$ cat config.mk
export PLATFORM = sky130hd
export DESIGN_NAME = amute_ctrl
export DESIGN_NICKNAME = d
export VERILOG_FILES = /design/src/rtl/amute_pkg.sv /design/src/rtl/amute_level.sv /design/src/rtl/amute_chan_fsm.sv /design/src/rtl/amute_ctrl.sv
export SDC_FILE = /design/constraint.sdc
export NUM_CORES = 1
export LEC_CHECK = 0
export CAP_MARGIN = 20
export CORE_ASPECT_RATIO = 1.25
export CORE_MARGIN = 5
export CORE_UTILIZATION = 51
export DETAILED_ROUTE_END_ITERATION = 6
export PLACE_DENSITY_LB_ADDON = 0.3
export SYNTH_ARGS = -nofsm -noshare
export SYNTH_HDL_FRONTEND = slang
export SYNTH_SLANG_ARGS = --single-unit
$ cat constraint.sdc
create_clock -name clk -period 4.6 [get_ports clk]
set_clock_uncertainty 0.1 [all_clocks]
set_input_delay 0.69 -clock clk [delete_from_list [all_inputs] [get_ports clk]]
set_output_delay 0.69 -clock clk [all_outputs]
set_load 0.02 [all_outputs]
$ cat src/rtl/amute_pkg.sv
package amute_pkg;

    typedef enum logic [1:0] {
        CH_IDLE   = 2'b00,
        CH_LISTEN = 2'b01,
        CH_MUTED  = 2'b10
    } ch_state_e;

    typedef enum logic [1:0] {
        DRV_NORMAL = 2'b00,
        DRV_HALF   = 2'b01,
        DRV_OFF    = 2'b10
    } drive_e;

endpackage

$ cat src/rtl/amute_level.sv
module amute_level #(
    parameter int SAMPLE_W = 16
) (
    input  logic [SAMPLE_W-1:0] sample,
    input  logic [SAMPLE_W-1:0] limit,
    output logic                quiet
);
    localparam logic [SAMPLE_W-1:0] MOST_NEG = {1'b1, {(SAMPLE_W-1){1'b0}}};
    localparam logic [SAMPLE_W-1:0] MOST_POS = {1'b0, {(SAMPLE_W-1){1'b1}}};

    logic [SAMPLE_W-1:0] magnitude;

    // absolute value, saturating the one code that has no positive twin
    always_comb begin
        if (sample == MOST_NEG) begin
            magnitude = MOST_POS;
        end else if (sample[SAMPLE_W-1]) begin
            magnitude = (~sample) + 1'b1;
        end else begin
            magnitude = sample;
        end
    end

    assign quiet = (magnitude < limit);

endmodule

$ cat src/rtl/amute_chan_fsm.sv
module amute_chan_fsm
    import amute_pkg::*;
#(
    parameter int SPAN_W = 16
) (
    input  logic              clk,
    input  logic              rst_n,
    input  logic              enable,
    input  logic              valid,
    input  logic              quiet,
    input  logic [SPAN_W-1:0] span,
    input  logic              off_mode,
    output logic              muted,
    output logic [1:0]        drive
);
    localparam logic [SPAN_W-1:0] SPAN_ONE = {{(SPAN_W-1){1'b0}}, 1'b1};

    ch_state_e         state_q, state_d;
    logic [SPAN_W-1:0] cnt_q, cnt_d;
    logic [SPAN_W:0]   cnt_inc;
    logic [SPAN_W-1:0] span_eff;
    logic              reached;

    assign span_eff = (span == '0) ? SPAN_ONE : span;
    assign cnt_inc  = {1'b0, cnt_q} + 1'b1;
    assign reached  = (cnt_inc >= {1'b0, span_eff});

    // state register
    always_ff @(posedge clk) begin
        if (!rst_n) begin
            state_q <= CH_IDLE;
            cnt_q   <= '0;
        end else begin
            state_q <= state_d;
            cnt_q   <= cnt_d;
        end
    end

    // next-state logic
    always_comb begin
        state_d = state_q;
        cnt_d   = cnt_q;
        if (!enable) begin
            state_d = CH_IDLE;
            cnt_d   = '0;
        end else begin
            unique case (state_q)
                CH_IDLE: begin
                    state_d = CH_LISTEN;
                    cnt_d   = '0;
                end
                CH_LISTEN: begin
                    if (valid) begin
                        if (!quiet) begin
                            cnt_d = '0;
                        end else if (reached) begin
                            state_d = CH_MUTED;
                            cnt_d   = '0;
                        end else begin
                            cnt_d = cnt_inc[SPAN_W-1:0];
                        end
                    end
                end
                CH_MUTED: begin
                    if (valid && !quiet) begin
                        state_d = CH_LISTEN;
                        cnt_d   = '0;
                    end
                end
                default: begin
                    state_d = CH_IDLE;
                    cnt_d   = '0;
                end
            endcase
        end
    end

    // outputs
    always_comb begin
        muted = 1'b0;
        drive = DRV_NORMAL;
        unique case (state_q)
            CH_MUTED: begin
                muted = 1'b1;
                drive = off_mode ? DRV_OFF : DRV_HALF;
            end
            CH_IDLE, CH_LISTEN: begin
                muted = 1'b0;
                drive = DRV_NORMAL;
            end
            default: begin
                muted = 1'b0;
                drive = DRV_NORMAL;
            end
        endcase
    end

endmodule

$ cat src/rtl/amute_ctrl.sv
module amute_ctrl #(
    parameter int NUM_CH   = 3,
    parameter int SAMPLE_W = 16,
    parameter int SPAN_W   = 16
) (
    input  logic                         clk,
    input  logic                         rst_n,
    input  logic                         smp_valid,
    input  logic [NUM_CH*SAMPLE_W-1:0]   smp_data,
    input  logic [SAMPLE_W-1:0]          cfg_level,
    input  logic [SPAN_W-1:0]            cfg_span,
    input  logic [NUM_CH-1:0]            ch_enable,
    input  logic                         cfg_off_mode,
    output logic [NUM_CH-1:0]            mute_flag,
    output logic [2*NUM_CH-1:0]          stage_ctl
);
    localparam int DRV_W = 2;

    for (genvar ch = 0; ch < NUM_CH; ch++) begin : g_ch
        logic quiet;
        logic [DRV_W-1:0] drive;

        amute_level #(
            .SAMPLE_W(SAMPLE_W)
        ) u_level (
            .sample(smp_data[ch*SAMPLE_W +: SAMPLE_W]),
            .limit (cfg_level),
            .quiet (quiet)
        );

        amute_chan_fsm #(
            .SPAN_W(SPAN_W)
        ) u_fsm (
            .clk     (clk),
            .rst_n   (rst_n),
            .enable  (ch_enable[ch]),
            .valid   (smp_valid),
            .quiet   (quiet),
            .span    (cfg_span),
            .off_mode(cfg_off_mode),
            .muted   (mute_flag[ch]),
            .drive   (drive)
        );

        assign stage_ctl[ch*DRV_W +: DRV_W] = drive;
    end

endmodule

Yosys cells after proc, flatten, opt, wreduce, memory -nomap -nowiden. Index checks and enable logic that the tools add are counted.

$add $sub $neg: 6. $lt $le $gt $ge: 6. Eq/ne operators: 21. Bitwise gates (word level): 3. Multiplexer cells: 44. Reduce and logical (&&, ||, !) cells: 19.

Operators with widths (count): 16-bit two-way mux (19); 16-bit one-hot mux with 2 select lines (3); 16-bit by 1-bit adder with 17-bit output (second input constant) (3); 17-bit by 16-bit greater-or-equal comparator with 1-bit output (3); 16-bit by 1-bit adder with 16-bit output (second input constant) (3); 16-bit equality test (second input constant) (3); 16-bit less-than comparator (3); 16-bit inverter (3); 2-bit two-way mux (16); 2-bit by 1-bit inequality test with 1-bit output (second input constant) (9); 2-bit one-hot mux with 3 select lines (3); 16-bit logical NOT (1); 2-bit AND reduction (6); 4-bit AND reduction (3); 2-bit by 1-bit equality test with 1-bit output (second input constant) (3); 2-bit equality test (second input constant) (3); 2-bit logical NOT (3); 2-bit inequality test (second input constant) (3); 1-bit logical AND (3); 1-bit logical NOT (3); 1-bit two-way mux (3).

Output and inout bits: 9. Register bits after elaboration: 54. Word-level logic and storage cells: 105.

Logic depth before layout (Yosys ltp). Gate-level depths: netlist (run 1).

Depth after elaboration: 9. Gate-level depth with buffers: 18. Mapped depth without buffers: 17.

By module. From an unflattened synthesis (run 1), not the netlist that was laid out.

Cell total of the unflattened synthesis: 831. Area, all modules: 6643.9 µm².

By module, submodules not included: amute_chan_fsm (sequential area each 360.3 µm², cells an instance 163, area each 1436.4 µm², instances 3); amute_level (sequential area each 0.0 µm², cells an instance 114, area each 778.2 µm², instances 3).

Worst setup path before layout (run 1). No wires, ideal clock.

Kind: input -> register. From: input port smp_data[41]. To: register g_ch[2].u_fsm.cnt_q[15]. Arrival time: 4.220 ns. Path slack: 0.220 ns. Buffers on the path: 2. Cell stages on the path: 13. Path through: or4_1 -> nand4bb_1 -> or3_1 -> clkbuf_1 -> nand2_1 -> ha_1 -> a21oi_1 -> o21ai_0 -> a221o_1 -> or3_1 -> a221oi_2 -> clkbuf_1 -> a22o_1.

Cells in the longest elaborated chain, start to end: 9. Elaborated cells on any way between the ends: 13.

Ends and longest elaborated chain: from (decl) (RTL line amute_ctrl.sv:9) `input logic [NUM_CH*SAMPLE_W-1:0] smp_data,`; 16-bit inverter (RTL line amute_level.sv:18) `magnitude = (~sample) + 1'b1;`; 16-bit by 1-bit adder with 16-bit output (RTL line amute_level.sv:18); 16-bit two-way mux (RTL line amute_level.sv:17) `end else if (sample[SAMPLE_W-1]) begin`; 16-bit two-way mux (*) (RTL line amute_level.sv:15) `if (sample == MOST_NEG) begin`; 16-bit less-than comparator (*) (RTL line amute_level.sv:24) `assign quiet = (magnitude < limit);`; 1-bit logical NOT; 1-bit logical AND (RTL line amute_chan_fsm.sv:65) `if (valid && !quiet) begin`; 2-bit by 1-bit inequality test with 1-bit output (no source line); 2-bit AND reduction (no source line); to (signal assigned) (RTL line amute_chan_fsm.sv:35) `cnt_q <= cnt_d;`; to (decl) (RTL line amute_chan_fsm.sv:19) `logic [SPAN_W-1:0] cnt_q, cnt_d;`.

Mark *: on every way between the ends. The rest lies on a longest branch, timed or not. The select of a mux whose other input is x is not followed. A chain may end at the register's enable or synchronous reset.

Worst setup path in the final report (run 1).
From: input port smp_data[3]. To: register g_ch[0].u_fsm.cnt_q[14].

Cells in the longest elaborated chain, start to end: 9. Elaborated cells on any way between the ends: 13.

Ends and longest elaborated chain (RTL line): 16-bit inverter (amute_level.sv:18); 16-bit by 1-bit adder with 16-bit output (amute_level.sv:18); 16-bit two-way mux (amute_level.sv:17); 16-bit two-way mux (*) (amute_level.sv:15); 16-bit less-than comparator (*) (amute_level.sv:24); 1-bit logical NOT; 1-bit logical AND (amute_chan_fsm.sv:65); 2-bit by 1-bit inequality test with 1-bit output (no source line); 2-bit AND reduction (no source line); to (signal assigned) (amute_chan_fsm.sv:35); to (decl) (amute_chan_fsm.sv:19).

Marks and branches as above.

==> run summary, run 1 <==
The highest achievable clock rate came out at about 230 MHz. The relative slew slack came out at between 60% and 70%. In this run the worst hold path is classified as flip-flop to flip-flop. The number of DRC violations after detailed routing came out at 0. The final antenna diode count came out at 0.

The total half-perimeter wirelength after legalization and detailed placement came out at 14.16 mm. In the synthesized netlist the dominant register cell turns out to be sky130_fd_sc_hd__dfxtp_1. The layout overhead on the synthesized area is 26.23%. The proportion of layout cells with a drive suffix above 1 is between 9 and 10%. The post-synthesis cell type count is 62. The flow ran to the end, and the final reports show no timing, DRC or antenna violations.

Overall power consumption after layout is estimated at 1.289 mW. Clock-pin slew was measured on the worst setup and hold paths at 0.07 ns. The tree built by TritonCTS fans out to 54 sinks. For this run, the total global-route usage over all layers was measured as 22.75%.

The xor and xnor fraction of the mapped netlist area is between 7 and 8%. Yosys attributes the largest share of cell area to sky130_fd_sc_hd__ha_1, sky130_fd_sc_hd__dfxtp_1, sky130_fd_sc_hd__nand2_1. The synthesized design devotes to its leading area cell type between 15 and 20% of total area.

The hold violation count in the final report came out at 0. Leaving out fill and tap cells, the most frequent cell in the layout is sky130_fd_sc_hd__nand2_1. The total routed wirelength is 16.81 mm.

The top cell family by delay on the critical path is simple AND/OR/NAND/NOR gates. Hold repair after CTS inserted 0 buffers. The clock insertion delay at the later pin of the skew report is 0.30 ns. The startpoint kind of the worst setup timing path is a primary input. The tool flagged a number of max-cap violations equal to 0. At the worst endpoint, the required time is about 4.7 ns. The largest individual stage delay along the critical path comes from the cell sky130_fd_sc_hd__or4_1. Leaving out fill and tap cells, the most frequent cells in the layout are sky130_fd_sc_hd__nand2_1, sky130_fd_sc_hd__ha_1, sky130_fd_sc_hd__clkdlybuf4s50_1, sky130_fd_sc_hd__o21ai_0, sky130_fd_sc_hd__nor2_1. Of the total synthesized cell area, the portion taken by full adders, half adders and majority gates is between 10% and 20%. Row generation in the floorplan step produced 45 rows. The first routing iteration left 395 violations. After synthesis, the largest family of logic cells by area is simple AND/OR/NAND/NOR gates. The arrival time at the worst endpoint came out at ~4.5 ns. The cell repeated most along the worst path is sky130_fd_sc_hd__nand2_1. The maximum ir drop on the vdd rail is 0.0001483 V. The root buffer cell chosen for the clock tree is sky130_fd_sc_hd__clkbuf_16. The maximum cell stage delay along the critical path came out at 0.53 ns. The full die area is ~15000 um2.

In this run the horizontal extent of the chip is approximately 110 um. The post-synthesis mux area share is less than 1%. The first detailed-routing pass took 5 iterations. The die extent in y came out at between 100 and 150 um. The total power density per cell area came out at roughly 160 nW/um2. The critical path goes through clkdlybuf4s50_1 > nor4_4 > nand2_1 > or2_2 > o31ai_1 > xor2_1 > nand2_1 > ha_1 > nand4_1 > or4_1 > a221o_1 > a31o_1 > o21ba_1 > buf_4 > a22o_1. The count of buffers added on input and output ports is 95. The CTS buffer count came out at 5. The number of antenna violations at the first check in global routing is 0.

The final RePlAce weighted congestion came out at roughly 0.87. The effective utilization at floorplan is between 50 and 60%. The post-synthesis sequential area ratio is between 15 and 20%. The area of the mapped netlist came out at around 6300 um2.

The synthesized-area fraction occupied by ao, oa, aoi and oai cells is around a fifth. The H-tree depth reported by CTS came out at 2. between 90 and 100 I/O pins were placed. Setup repair after global routing left no endpoint under its margin. The flop and latch count out of synthesis is 54. sky130_fd_sc_hd__ha_1 takes more of the synthesized area than any other cell. No sink is reached through more buffers than the 2 on the longest clock path. Entering global routing, the biggest net connects 20 pins.

TritonCTS built the clock tree. The endpoint kind of the worst setup timing path is a flip-flop. The slew of the pin with the lowest slew margin is 0.5262 ns. The max-slew violation total from the final report came out at 0. Summing the areas of all and, or, nand and nor instances in the mapped netlist gives 28.86% of the synthesized area. The number of vias per cell after detailed routing is 5.690. The post-route core utilization came out at between 60% and 70%. The start-to-end type of the worst setup path is primary input to flip-flop. The placeable core region is 12110 um2. The final antenna-violating net count is 0. The final critical-path required period came out at roughly 4.4 ns. In the final design database the tool counted 1155 nets. The wire length of the first global-routing pass came out at 27.57 mm. Synthesis produced about 840 cells. Summed over all layers, the global routing overflow is 0.

The number of nets in the synthesized netlist is approximately 1000. The via count of the first global-routing pass was ~6200. The number of buffer and inverter stages on the critical path came out at 2. Along the worst path, the maximum fanout reaches 7. The share of synthesized flip-flops with an asynchronous set or reset came out at 0%.

The count of final setup violators is 0. The average footprint of a synthesized cell came out at between 7 and 8 um2. The total number of vias came out at between 6000 and 7000. The leakage component of the power came out at around 3.8 nW. In this run, synthesis inferred 0 flip-flops with an integrated enable. The number of filler cells placed in the layout is between 1000 and 1500. The period utilization came out at 95.30%. In the final routed layout, each cell accounts on average for around 15 um.

During synthesis, Yosys emitted a total of 0 warnings.
[synth_stat cells, types with 3 or more instances]
master,n
sky130_fd_sc_hd__nand2b_1,11
sky130_fd_sc_hd__xnor2_1,25
sky130_fd_sc_hd__a221o_1,4
sky130_fd_sc_hd__or2_2,13
sky130_fd_sc_hd__and4_1,6
sky130_fd_sc_hd__nor2b_1,18
sky130_fd_sc_hd__a21o_1,9
sky130_fd_sc_hd__o31ai_1,10
sky130_fd_sc_hd__a22o_1,22
sky130_fd_sc_hd__a31oi_1,8
sky130_fd_sc_hd__and2_1,11
sky130_fd_sc_hd__dfxtp_1,54
sky130_fd_sc_hd__nor3_1,17
sky130_fd_sc_hd__clkbuf_1,17
sky130_fd_sc_hd__nor4_1,8
sky130_fd_sc_hd__and3_1,23
sky130_fd_sc_hd__o211ai_1,7
sky130_fd_sc_hd__inv_1,46
sky130_fd_sc_hd__a211oi_1,6
sky130_fd_sc_hd__a21oi_1,39
sky130_fd_sc_hd__nand3_1,44
sky130_fd_sc_hd__ha_1,99
sky130_fd_sc_hd__or3_1,5
sky130_fd_sc_hd__o21ai_0,58
sky130_fd_sc_hd__nor4b_1,4
sky130_fd_sc_hd__or4_1,5
sky130_fd_sc_hd__nand2_1,107
sky130_fd_sc_hd__xor2_1,32
sky130_fd_sc_hd__buf_4,3
sky130_fd_sc_hd__nor2_1,57
sky130_fd_sc_hd__nand4_1,15
sky130_fd_sc_hd__o41ai_1,3
sky130_fd_sc_hd__o21a_1,10
sky130_fd_sc_hd__a221oi_1,3
[path summary, 6_finish.rpt]
check | endpoint | depth (start not counted) | start | slack (ns)
worst max register to register | g_ch[1].u_fsm.cnt_q[5]$_SDFFE_PN0P_ | 14 | g_ch[1].u_fsm.cnt_q[2]$_SDFFE_PN0P_ | 0.84
worst min-delay path | g_ch[2].u_fsm.cnt_q[6]$_SDFFE_PN0P_ | 2 | g_ch[2].u_fsm.cnt_q[6]$_SDFFE_PN0P_ | 0.38
worst max-delay path | g_ch[0].u_fsm.cnt_q[14]$_SDFFE_PN0P_ | 15 | smp_data[3] | 0.22
worst min register to register | g_ch[2].u_fsm.cnt_q[6]$_SDFFE_PN0P_ | 2 | g_ch[2].u_fsm.cnt_q[6]$_SDFFE_PN0P_ | 0.38
[where the power goes]
part | total (mW) | internal, mW | switching [mW]
Clock | 0.399 | 0.219 | 0.180
Sequential | 0.473 | 0.470 | 0.00308
Combinational | 0.416 | 0.208 | 0.209
Total | 1.29 | 0.897 | 0.392
[registers in the layout (all words and copies together) (netlist names)]
name,cells
g_ch.u_fsm.cnt_q,48
g_ch.u_fsm.state_q,6
[stage by stage]
stage          hold slack, ns  TNS (ns)  cell area, um2  instances  worst slack [ns]
2_1_floorplan          0.3440         0            6277        836            0.2200
3_3_place_gp           0.3599    -1.549            7715       1125           -0.1215
3_5_place_dp           0.3671    -4.086            7715       1125           -0.2105
4_1_cts                0.3862         0            7870       1133           0.08974
5_1_grt                0.4069         0            7924       1134           0.01855
6_report               0.3825         0            7924       1134            0.2161
[tightest hold or removal path, delay by kind of cell (launching register included)]
family        cells  cell delay, ns
simple gates      2            0.10
flops             1            0.34
[area by class of cell]
cell class / count / area [um2] / share of cell area [%]
multi-input combinational: 714 / 4959 / 62.58
timing repair buffer: 148 / 1351 / 17.05
clock inverter: 2 / 16.27 / 0.2053
clock buffer: 6 / 138.9 / 1.753
tap: 164 / 205.2 / 2.590
inverter: 46 / 172.7 / 2.179
sequential: 54 / 1081 / 13.64
[routing by layer]
metal	track usage, %	share of wire, %	vias up
li1	-	-	3321
met2	41.67	50	154
met5	0	0	-
met3	3.033	4.3	37
met1	25.81	42	2941
met4	9.979	3.7	0
[timing repair]
item                                    4_1_cts  5_1_grt
setup buffers                                 0        1
resized for setup                             0        9
endpoints found under the setup margin        0       38
[logic make-up (layout without fill, tap and decap cells)]
logic type | count (synthesis) | after routing
xor gates and xnor gates | 57 | 57
and+or+nand+nor | 355 | 355
adders and majority gates | 99 | 99
DFF | 54 | 54
buffers and inverters | 68 | 202
muxes | 3 | 3
AOI/OAI and AO/OA | 200 | 200
Power figures use the tool's default switching activity.
==> run 2, diff against run 1 <==
--- a/config.mk
+++ b/config.mk
@@ -5,10 +5,11 @@
 export SDC_FILE = /design/constraint.sdc
 export NUM_CORES = 1
 export LEC_CHECK = 0
+export ABC_AREA = 1
 export CAP_MARGIN = 20
 export CORE_ASPECT_RATIO = 1.25
 export CORE_MARGIN = 5
-export CORE_UTILIZATION = 51
+export CORE_UTILIZATION = 52
 export DETAILED_ROUTE_END_ITERATION = 6
 export PLACE_DENSITY_LB_ADDON = 0.3
 export SYNTH_ARGS = -nofsm -noshare
==> constraint.sdc (replaced) <==
create_clock -name clk -period 3.8 [get_ports clk]
set_clock_uncertainty 0.1 [all_clocks]
set_input_delay 0.57 -clock clk [delete_from_list [all_inputs] [get_ports clk]]
set_output_delay 0.57 -clock clk [all_outputs]
set_load 0.02 [all_outputs]
==> run summary, run 2 <==
Yosys instantiated no cell more often than sky130_fd_sc_hd__nand2_1. The total routed wirelength is 20.27 mm. The clock network is responsible for 29.0% of the overall power. In the post-synthesis netlist, the biggest area contributors are sky130_fd_sc_hd__ha_1, sky130_fd_sc_hd__dfxtp_1, sky130_fd_sc_hd__nand2_1. The total grt overflow came out at 0. The required time at the worst-slack endpoint is 3.92 ns. The internal power of the cells totals 1.137 mW. The portion of synthesized cell area occupied by the leading cell type is about 18%. The cell count after placement is 1384. Entering global routing, the biggest net connects 36 pins. Leaving out fill and tap cells, the most frequent cell in the layout is sky130_fd_sc_hd__nand2_1. The H-tree generated during clock tree synthesis spans 2 levels. In the final layout, flip-flops and latches occupy between 1000 and 1500 um2. For this run, the number of Yosys warnings is 0.

After clock tree synthesis, the clock-pin slew on the worst setup and hold paths is around 0.07 ns. Synthesis produced between 1000 and 1500 cells. For the worst flop-to-flop path, the logic depth is 18.

The number of antenna violations at the first check in global routing came out at 0. The minimum hold slack came out at 0.4072 ns. The total I/O pin count is 96. The number of vias per cell after detailed routing is 5.584. The placed instance area is between 8000 and 9000 um2. The CTS root buffer is sky130_fd_sc_hd__clkbuf_16.

The startpoint kind of the worst setup timing path is a primary input. The first global-routing pass estimated 31.73 mm of wire. The number of iterations in the first detailed-routing pass came out at 7. The critical path starts at smp_data[4]. The capturing point of the worst reg2reg path is g_ch[0].u_fsm.cnt_q[7]$_SDFFE_PN0P_. The clock tree buffer depth came out at 2. The site row count is 47.

The total half-perimeter wirelength after legalization and detailed placement is 15.53 mm. In this run the worst hold path is classified as flip-flop to flip-flop. The number of DRC violations after detailed routing is 0. The total power density per cell area is 196.3 nW/um2. The share of synthesized flip-flops with an asynchronous set or reset came out at 0%.

The number of nets in the layout came out at 1417. The count of final setup violators is 0. The all-layer global routing usage is between 20% and 30%. The register with the most flip-flops in the final layout is g_ch.u_fsm.cnt_q. The number of input and output port buffers inserted came out at 95. Along the worst path, the maximum fanout reaches 8. The slew of the pin with the lowest slew margin came out at 0.6835 ns.

Per report_power, the combinational group accounts for 37.3% of the total. The worst register-to-register path begins at g_ch[0].u_fsm.cnt_q[1]$_SDFFE_PN0P_. The die covers ~16000 um2.

The CTS buffer count is 5. Of all cell types, the one taking the most synthesized area is sky130_fd_sc_hd__ha_1. The worst setup path is captured at a flip-flop. For this run, the leading register cell type out of synthesis is sky130_fd_sc_hd__dfxtp_1.

The hold violation count in the final report came out at 0. In the layout the commonest cells are sky130_fd_sc_hd__nand2_1, sky130_fd_sc_hd__inv_1, sky130_fd_sc_hd__nand3_1, sky130_fd_sc_hd__nor2_1, sky130_fd_sc_hd__ha_1. The run finished with clean final reports. The via count of the first global-routing pass is 7159. The final RePlAce weighted congestion came out at between 0.9 and 1.

The die width came out at approximately 110 um. Summing the sequential cell areas from Yosys gives approximately 15% of the chip area. The violation count after the first detailed-route iteration came out at 564. The number of clock sinks is 54. The average footprint of a synthesized cell is around 6.3 um2. The effective utilization at floorplan came out at 52.89%.

Summing all non-filler instances in the final layout gives an area of between 8000 and 9000 um2. The count of nets left with antenna violations once routing finished came out at 0. The number of different library cells used by synthesis comes to 43. The share of total power dissipated in sequential elements is 33.7%. The final cell count without fillers is between 1000 and 1500. Measured on the finished design, the core utilization comes to about two thirds. The die is around 140 um tall. In the final layout, the multi-input gates occupy around 5400 um2. The max capacitance violation total is 0. The critical path is of the primary input to flip-flop type.

The area of the mapped netlist came out at 6998 um2. The worst setup slack after placement is -0.4761 ns. The leakage component of the power came out at 4.292 nW. TritonCTS built the clock tree. The number of flops mapped to enable cells by yosys is 0. The reported net switching power came out at about 610 uW. In this run switching power makes up 34.90% of total power. The number of filler cells placed in the layout came out at 1166.

The placeable core region is about 13000 um2. The final critical-path required period is roughly 3.6 ns. At the later pin of the worst-skew pair, clock insertion delay measures 0.31 ns. The period utilization is between 90% and 100%. The final antenna diode count is 0.

The post-route netlist has 11.85% of its cells at a drive strength greater than 1. After synthesis, the most frequently instantiated cells are sky130_fd_sc_hd__nand2_1, sky130_fd_sc_hd__inv_1, sky130_fd_sc_hd__nand3_1. In this run the worst setup path terminates at g_ch[0].u_fsm.cnt_q[7]$_SDFFE_PN0P_.

Measured against its own limit, the worst slew margin works out to ~54%. The worst reg-to-reg setup slack came out at around 0.22 ns. Counting flops and latches in the post-synthesis netlist gives between 50 and 60.

The arrival time at the worst endpoint came out at between 3 and 4 ns. The total number of vias is 7835. The flip-flop count of the largest register, all copies and words added is 48. The post-synthesis net count came out at around 1300. In the final routed layout, each cell accounts on average for roughly 14 um. VDD sags by at most between 0.00015 and 0.0002 V. Static timing analysis puts the maximum clock frequency at approximately 280 MHz.

The max-slew violation total from the final report came out at 0. Setup slack closes at around 0.18 ns. The largest registers in the layout are g_ch.u_fsm.cnt_q x48, g_ch.u_fsm.state_q x6. Compared with the post-synthesis result, the final layout area differs by 27.07%.
run 2: changes by cell type in the layout (fill, tap and decap cells not counted), sizes merged, moves of 11 or more:
cell,before,now
and2,11,0
nand3,44,131
a21oi,39,77
and3,23,0
nor3,19,31
nand4,15,26
nand3b,1,17
inv,47,156
nor2,57,134
xnor2,25,9
nand2,107,197
a22o,22,0
nand2b,11,0
nor2b,18,0
run 2: kinds of logic after synthesis:
family                     after synthesis  synth area share, %
DFF                                     54                15.45
buffers and inverters                  189                11.48
xor gates and xnor gates                44                5.507
adders and majority gates               99                17.70
and+or+nand+nor                        552                36.67
AOI/OAI and AO/OA                      170                13.19
run 2: metal layers:
| metal | global-route usage [%] | vias up | wire [um] |
|---|---|---|---|
| li1 | - | 3964 | - |
| met1 | 27.01 | 3570 | 8137 |
| met2 | 43.53 | 243 | 10240 |
| met3 | 3.734 | 58 | 1065 |
| met4 | 10.38 | 0 | 829 |
| met5 | 0 | - | 0 |
run 2: through the flow:
stage	setup TNS [ns]	total power [mW]
5_1_grt	-0.6966	1.837
3_3_place_gp	-15.42	1.175
6_report	0	1.746
4_1_cts	0	1.686
3_5_place_dp	-17.54	1.188
2_1_floorplan	0	0.9635
run 2: repair_timing:
action | in CTS | in global routing
gates resized for setup | 4 | 61
endpoints found under the setup margin | 26 | 54
hold buffers | 0 | 0
buffers inserted | 0 | 7
gates cloned | 0 | 4
pin swaps | 0 | 21
run 2: worst min-delay path by stage:
| stage | to | startpoint | depth (start not counted) | slack (ns) |
|---|---|---|---|---|
| CTS | g_ch[2].u_fsm.state_q[1]$_SDFFE_PN0P_ | g_ch[2].u_fsm.state_q[0]$_SDFFE_PN0P_ | 1 | 0.40 |
| global route | g_ch[2].u_fsm.state_q[1]$_SDFFE_PN0P_ | g_ch[2].u_fsm.state_q[0]$_SDFFE_PN0P_ | 1 | 0.44 |
| floorplan | g_ch[2].u_fsm.state_q[1]$_SDFFE_PN0P_ | g_ch[2].u_fsm.state_q[0]$_SDFFE_PN0P_ | 1 | 0.35 |
| detailed placement | g_ch[2].u_fsm.state_q[1]$_SDFFE_PN0P_ | g_ch[2].u_fsm.state_q[0]$_SDFFE_PN0P_ | 1 | 0.38 |
| finish | g_ch[2].u_fsm.state_q[1]$_SDFFE_PN0P_ | g_ch[2].u_fsm.state_q[0]$_SDFFE_PN0P_ | 1 | 0.41 |
| global placement | g_ch[2].u_fsm.state_q[1]$_SDFFE_PN0P_ | g_ch[2].u_fsm.state_q[0]$_SDFFE_PN0P_ | 1 | 0.37 |
run 2: final cells by class:
| class | count | area share, % |
|---|---|---|
| multi-input cells | 865 | 60.28 |
| clock buffers | 6 | 1.562 |
| flip-flops and latches | 54 | 12.17 |
| repair buffers | 148 | 16.69 |
| clock inverters | 2 | 0.1970 |
| well taps | 171 | 2.406 |
| inverters | 157 | 6.698 |
run 2: critical path, cell delays in order:
cell	delay, ns
sky130_fd_sc_hd__clkdlybuf4s50_1	0.45
sky130_fd_sc_hd__nor3_2	0.22
sky130_fd_sc_hd__inv_2	0.08
sky130_fd_sc_hd__nor3_4	0.23
sky130_fd_sc_hd__nand2_2	0.11
sky130_fd_sc_hd__nor3_4	0.20
sky130_fd_sc_hd__inv_2	0.05
sky130_fd_sc_hd__nand3b_1	0.08
sky130_fd_sc_hd__nand3_1	0.07
sky130_fd_sc_hd__ha_1	0.32
sky130_fd_sc_hd__a21oi_1	0.15
sky130_fd_sc_hd__o21ai_1	0.08
sky130_fd_sc_hd__nand3_1	0.07
sky130_fd_sc_hd__a21oi_1	0.07
sky130_fd_sc_hd__a211oi_2	0.26
sky130_fd_sc_hd__nand2_4	0.14
sky130_fd_sc_hd__nor2_4	0.17
sky130_fd_sc_hd__buf_12	0.15
sky130_fd_sc_hd__nand3_1	0.09
sky130_fd_sc_hd__a21oi_1	0.16
run 2: power by group through the flow:
stage          Clock [mW]  Sequential (mW)  Combinational [mW]
2_1_floorplan           0            0.599               0.365
3_5_place_dp            0            0.601               0.587
4_1_cts             0.506            0.588               0.591
6_report            0.507            0.589               0.651
5_1_grt             0.519            0.590               0.727
3_3_place_gp            0            0.601               0.574
==> run 3, diff against run 2 <==
==> constraint.sdc (replaced) <==
create_clock -name clk -period 3.8 [get_ports clk]
set_clock_uncertainty 0.1 [all_clocks]
set_input_delay 0.57 -clock clk [delete_from_list [all_inputs] [get_ports clk]]
set_output_delay 0.57 -clock clk [all_outputs]
set_load 0.005 [all_outputs]
==> results of run 3 <==
The final DEF is identical to that of run 2. Status: completed.
Among the figures that moved: total power 1.746 mW -> 1.743 mW
